[config.mk]
export PLATFORM = sky130hd
export DESIGN_NAME = rsu_top
export DESIGN_NICKNAME = d
export VERILOG_FILES = /design/src/rtl/rsu_pkg.sv /design/src/rtl/rsu_shift_core.sv /design/src/rtl/rsu_flag_gen.sv /design/src/rtl/rsu_top.sv
export SDC_FILE = /design/constraint.sdc
export NUM_CORES = 1
export LEC_CHECK = 0
export CAP_MARGIN = 10
export CELL_PAD_IN_SITES_DETAIL_PLACEMENT = 0
export CELL_PAD_IN_SITES_GLOBAL_PLACEMENT = 1
export CORE_MARGIN = 10
export CORE_UTILIZATION = 29
export CTS_CLUSTER_SIZE = 12
export DETAILED_ROUTE_END_ITERATION = 10
export GPL_ROUTABILITY_DRIVEN = 0
export PLACE_DENSITY_LB_ADDON = 0.12
export SLEW_MARGIN = 20
export SYNTH_ARGS = -nofsm -noshare
export SYNTH_HDL_FRONTEND = slang
export SYNTH_SLANG_ARGS = --single-unit
[constraint.sdc]
create_clock -name clk -period 1.2 [get_ports clk]
set_clock_uncertainty 0.2 [all_clocks]
set_input_delay 0.24 -clock clk [delete_from_list [all_inputs] [get_ports clk]]
set_output_delay 0.24 -clock clk [all_outputs]
set_load 0.005 [all_outputs]
[src/rtl/rsu_pkg.sv]
`timescale 1ns/1ps
package rsu_pkg;

  localparam int unsigned DATA_W = 8;
  localparam int unsigned FLAG_W = 8;

  // Operation codes as carried in opcode bits 5:3; bit 0 set means right-moving
  typedef enum logic [2:0] {
    OP_ROT_L_CIRC  = 3'b000,
    OP_ROT_R_CIRC  = 3'b001,
    OP_ROT_L_THRU  = 3'b010,
    OP_ROT_R_THRU  = 3'b011,
    OP_SHL_ZERO    = 3'b100,
    OP_SHR_SIGN    = 3'b101,
    OP_SHL_ONE     = 3'b110,
    OP_SHR_ZERO    = 3'b111
  } rsu_op_e;

  // Status byte bit positions
  localparam int unsigned FB_SIGN   = 7;
  localparam int unsigned FB_ZERO   = 6;
  localparam int unsigned FB_COPY5  = 5;
  localparam int unsigned FB_HALF   = 4;
  localparam int unsigned FB_COPY3  = 3;
  localparam int unsigned FB_PARITY = 2;
  localparam int unsigned FB_SUB    = 1;
  localparam int unsigned FB_CARRY  = 0;

endpackage

[src/rtl/rsu_shift_core.sv]
`timescale 1ns/1ps
module rsu_shift_core
  import rsu_pkg::*;
#(
  parameter int unsigned WIDTH = DATA_W
) (
  input  logic [WIDTH-1:0] opnd,
  input  logic             cin,
  input  rsu_op_e          op,
  output logic [WIDTH-1:0] res,
  output logic             cout
);

  localparam int unsigned MSB = WIDTH - 1;

  logic fill_bit;
  logic move_right;

  // Bit entering the vacated position
  always_comb begin
    case (op)
      OP_ROT_L_CIRC: fill_bit = opnd[MSB];
      OP_ROT_R_CIRC: fill_bit = opnd[0];
      OP_ROT_L_THRU: fill_bit = cin;
      OP_ROT_R_THRU: fill_bit = cin;
      OP_SHL_ZERO:   fill_bit = 1'b0;
      OP_SHR_SIGN:   fill_bit = opnd[MSB];
      OP_SHL_ONE:    fill_bit = 1'b1;
      OP_SHR_ZERO:   fill_bit = 1'b0;
      default:       fill_bit = 1'b0;
    endcase
  end

  assign move_right = op[0];

  always_comb begin
    if (move_right) begin
      res  = {fill_bit, opnd[MSB:1]};
      cout = opnd[0];
    end else begin
      res  = {opnd[MSB-1:0], fill_bit};
      cout = opnd[MSB];
    end
  end

endmodule

[src/rtl/rsu_flag_gen.sv]
`timescale 1ns/1ps
module rsu_flag_gen
  import rsu_pkg::*;
#(
  parameter int unsigned WIDTH = DATA_W
) (
  input  logic [WIDTH-1:0]  res,
  input  logic              cout,
  output logic [FLAG_W-1:0] flag_byte
);

  localparam int unsigned MSB = WIDTH - 1;

  always_comb begin
    flag_byte            = '0;
    flag_byte[FB_SIGN]   = res[MSB];
    flag_byte[FB_ZERO]   = (res == '0);
    flag_byte[FB_COPY5]  = res[5];
    flag_byte[FB_HALF]   = 1'b0;
    flag_byte[FB_COPY3]  = res[3];
    flag_byte[FB_PARITY] = ~(^res);
    flag_byte[FB_SUB]    = 1'b0;
    flag_byte[FB_CARRY]  = cout;
  end

endmodule

[src/rtl/rsu_top.sv]
`timescale 1ns/1ps
module rsu_top
  import rsu_pkg::*;
(
  input  logic       clk,
  input  logic       rst_n,
  input  logic       in_valid,
  input  logic [7:0] operand,
  input  logic       carry_in,
  input  logic [2:0] op_sel,
  output logic [7:0] result,
  output logic [7:0] flags,
  output logic       done
);

  logic [DATA_W-1:0] core_res;
  logic              core_cout;
  logic [FLAG_W-1:0] core_flags;

  logic [DATA_W-1:0] res_d,  res_q;
  logic [FLAG_W-1:0] flg_d,  flg_q;
  logic              done_d, done_q;

  rsu_shift_core #(.WIDTH(DATA_W)) u_core (
    .opnd (operand),
    .cin  (carry_in),
    .op   (rsu_op_e'(op_sel)),
    .res  (core_res),
    .cout (core_cout)
  );

  rsu_flag_gen #(.WIDTH(DATA_W)) u_flags (
    .res       (core_res),
    .cout      (core_cout),
    .flag_byte (core_flags)
  );

  // Next state: load on request, otherwise hold
  always_comb begin
    res_d  = res_q;
    flg_d  = flg_q;
    done_d = in_valid;
    if (in_valid) begin
      res_d = core_res;
      flg_d = core_flags;
    end
  end

  always_ff @(posedge clk or negedge rst_n) begin
    if (!rst_n) begin
      res_q  <= '0;
      flg_q  <= '0;
      done_q <= 1'b0;
    end else begin
      res_q  <= res_d;
      flg_q  <= flg_d;
      done_q <= done_d;
    end
  end

  assign result = res_q;
  assign flags  = flg_q;
  assign done   = done_q;

  AST_DONE_AFTER_VALID: assert property (@(posedge clk) disable iff (!rst_n)
    in_valid |=> done);
  AST_NO_STRAY_DONE: assert property (@(posedge clk) disable iff (!rst_n)
    !in_valid |=> !done);
  AST_IDLE_HOLD: assert property (@(posedge clk) disable iff (!rst_n)
    !in_valid |=> ($stable(result) && $stable(flags)));
  AST_SIGN_ZERO_TRACK: assert property (@(posedge clk) disable iff (!rst_n)
    done |-> (flags[FB_SIGN] == result[7] && flags[FB_ZERO] == (result == 8'h00)));
  AST_COPY_BITS: assert property (@(posedge clk) disable iff (!rst_n)
    done |-> (flags[FB_COPY5] == result[5] && flags[FB_COPY3] == result[3]));
  AST_HALF_SUB_CLEAR: assert property (@(posedge clk) disable iff (!rst_n)
    done |-> (!flags[FB_HALF] && !flags[FB_SUB]));
  AST_EVEN_PARITY: assert property (@(posedge clk) disable iff (!rst_n)
    done |-> (flags[FB_PARITY] == ($countones(result) % 2 == 0)));
  AST_LOGICAL_RIGHT_SIGN: assert property (@(posedge clk) disable iff (!rst_n)
    (in_valid && op_sel == OP_SHR_ZERO) |=> (!flags[FB_SIGN] && !result[7]));

endmodule

==> results.py <==
metrics = {
    "run_status": {
        "outcome": "finished, violations left",
        "violations": "setup timing",
    },
    "placed_design": {
        "port_buffers": 29,
        "placedCellCount": 137,
        "dp_slack_ns": -1.21,
        "hpwl_mm": 1.46,
        "placed_area_um2": 1120,
    },
    "grt": {
        "met1_usage": 0.112,
        "grt_pass1_vias": 712,
        "grt_usage": 0.0939,
        "gr-usage-met2": 0.152,
        "grt_max_degree": 14,
        "use_met3": 0.0322,
        "grt_pass1_wl_mm": 3.37,
        "grt_overflow": 0,
        "antenna_found_initial": 0,
        "grt.busiest_layer": "met2",
    },
    "layout": {
        "final_area_um2": 1430,
        "areaGrowthSynthToFinish_pct": 107,
        "fillCellCount": 194,
        "drive_gt1_frac": 0.610,
        "final-instance-count-excl-fill": 164,
        "nets": 156,
        "diodes": 0,
    },
    "floorplanning": {
        "fp.dieW_um": 68.7,
        "die_area_um2": 4720,
        "die_y_um": 68.7,
        "core.rowCount": 17,
        "start_util": 0.308,
        "coreArea_um2": 2230,
        "io_pins": 32,
    },
    "route": {
        "num_vias": 725,
        "wire_per_inst_um": 14.0,
        "drtIter0Drc": 26,
        "avgViaCountPerCell": 4.42,
        "ant_nets": 0,
        "wl_mm": 2.30,
        "dr.pass1.iters": 4,
        "drc": 0,
    },
    "timing": {
        "hold_viol": 0,
        "hold_ws_ns": 0.0612,
        "max_freq_mhz": 585,
        "finalCritPeriodShare": 1.42,
        "period_needed_ns": 1.71,
        "slew_viol_final": 0,
        "fin_ws_ns": -0.509,
        "setup_viol_count_final": 18,
        "rsz0062_at_grt": "yes",
    },
    "pwr": {
        "p_per_area_nw_per_um2": 994,
        "vdd_ir_drop_max_mv": 0.757,
        "leakagePower_nw": 0.705,
        "fin_total_pwr_mw": 1.42,
    },
    "clock_tree": {
        "clk_path_buf_depth": 2,
        "numCtsBuffers": 3,
        "insertion_delay_ns": 0.27,
        "ctsHtreeMaxLevel": 1,
        "clkTransAtPathRegs_ns": 0.08,
        "clockRootBuffer": "clkbuf_4",
        "clock_sinks": 12,
        "cts_hold_buf": 0,
        "cts_tree": "built",
    },
    "synth": {
        "synth_area_um2": 688,
        "yosysTopAreaCellShare": 0.436,
        "yosys_register_bits": 12,
        "synth-async-reset-ratio": 1.00,
        "synthMostInstantiatedCell": "dfrtp_1",
        "synth_common_cells": "dfrtp_1 (12), nor2_1 (9), a21oi_1 (8), mux2i_1 (8), buf_4 (6)",
        "ys.warnings.count": 0,
        "avgSynthCellArea_um2": 10.1,
        "ys.flop_type": "dfrtp_1",
        "synth_edf_count": 0,
        "synthDistinctLibCells": 20,
        "yosys.area.top_type": "dfrtp_1",
        "syn_inst": 68,
        "synth.area.top_cells": "dfrtp_1 (44%), mux2i_1 (12%), ha_1 (7.3%), buf_4 (6.5%), a21oi_1 (5.8%)",
        "synth_seq_area_share": 0.436,
    },
    "critical_path": {
        "reg2reg_setup_slack_ns": 0.03,
        "critPathKind": "primary input to flop",
        "required_ns": 1.17,
        "reg2reg_depth": 5,
        "crit_arrival_ns": 1.68,
        "cp-end-kind": "flop",
        "r2r_start": "flags[0]$_DFFE_PN0P_",
        "start_kind": "primary input",
        "worst-path-max-fanout": 2,
        "reg2reg_to": "flags[0]$_DFFE_PN0P_",
    },
    "hold_path": {
        "hold_path_class": "primary input to asynchronous set/reset pin",
    },
    "job": {
        "maxCapViolCount": 0,
    },
}
==> registers in the layout, indices dropped and copies added (netlist names) <==
| name | flops |
|---|---|
| result | 7 |
| done | 1 |
| flags | 4 |
==> per-layer routing <==
layer | part of all wire | wire [um]
met1 | 0.40 | 928
met3 | 0.081 | 187
met2 | 0.50 | 1160
met5 | 0 | 0
met4 | 0.012 | 28
==> layout by cell type (no fill, tap or decap) <==
cell type,synthesis,layout
clkbuf_8,0,1
mux2i_4,0,2
buf_6,0,16
a21oi_1,8,5
clkbuf_4,0,3
mux2i_1,8,3
buf_12,0,1
nand2_1,3,3
inv_1,1,1
nand4_1,1,1
dlymetal6s2s_1,0,1
mux2_4,0,1
dlygate4sd2_1,0,6
mux2i_2,0,3
xnor2_1,3,1
nor2_4,0,2
bufbuf_16,0,1
clkdlybuf4s15_1,0,1
xnor2_2,0,2
clkdlybuf4s50_1,0,1
dfrtp_1,12,12
o21ai_1,0,2
o22a_2,1,1
buf_4,6,29
ha_1,4,3
buf_8,0,1
o21ai_2,0,1
or3b_1,1,1
clkbuf_2,0,1
nor2_1,9,7
a21oi_2,1,4
o211ai_1,1,1
a22o_1,1,1
conb_1,1,2
buf_2,2,13
nand3b_1,1,1
ha_4,0,1
==> what timing repair did <==
item,CTS,global route
gates cloned,1,0
setup buffers,16,11
resized for setup,103,25
endpoints found under the setup margin,26,20
pin swaps,9,8
hold endpoints to repair,0,0
==> worst max-delay path, cell delays in order <==
cell     delay (ns)
buf_6          0.10
or3b_1         0.38
a21oi_2        0.17
a21oi_2        0.06
ha_4           0.22
xnor2_2        0.13
xnor2_1        0.12
mux2_4         0.25
==> how the worst max path moves through the flow <==
stage               depth (start not counted)  slack (ns)              endpoint        from
floorplan                                   7       -0.68  flags[2]$_DFFE_PN0P_   op_sel[1]
global placement                            8       -1.20  flags[2]$_DFFE_PN0P_  operand[7]
detailed placement                          8       -1.21  flags[2]$_DFFE_PN0P_  operand[7]
CTS                                         8       -0.58  flags[2]$_DFFE_PN0P_   op_sel[2]
global route                                8       -0.53  flags[2]$_DFFE_PN0P_   op_sel[1]
finish                                      8       -0.51  flags[2]$_DFFE_PN0P_   op_sel[1]
==> report_power, final <==
part / switching, mW / internal, mW
Clock: 0.145 / 0.184
Sequential: 0.0262 / 0.456
Combinational: 0.218 / 0.388
==> cell families after synthesis <==
logic type               share of synthesized area
AO/OA/AOI/OAI                                0.131
XOR/XNOR                                    0.0382
adder cells (fa/ha/maj)                     0.0727
buffers and inverters                       0.0854
flip-flops                                   0.436
multiplexers                                 0.133
other                                      0.00545
AND/OR/NAND/NOR                             0.0982
==> cell type report <==
class / instances / area [um2] / area share
timing repair buffer: 71 / 621 / 0.435
tap: 28 / 35.0 / 0.0246
sequential: 12 / 300 / 0.211
multi-input combinational: 48 / 430 / 0.302
clock buffer: 4 / 36.3 / 0.0254
inverter: 1 / 3.75 / 0.00263
==> metrics by stage <==
stage,utilization,setup TNS [ns]
floorplan,-,-0.876
global placement,0.501,-7.30
detailed placement,0.501,-7.36
CTS,0.571,-1.78
global route,0.639,-2.17
finish,0.639,-1.40
(Power assumes the default switching activity.)
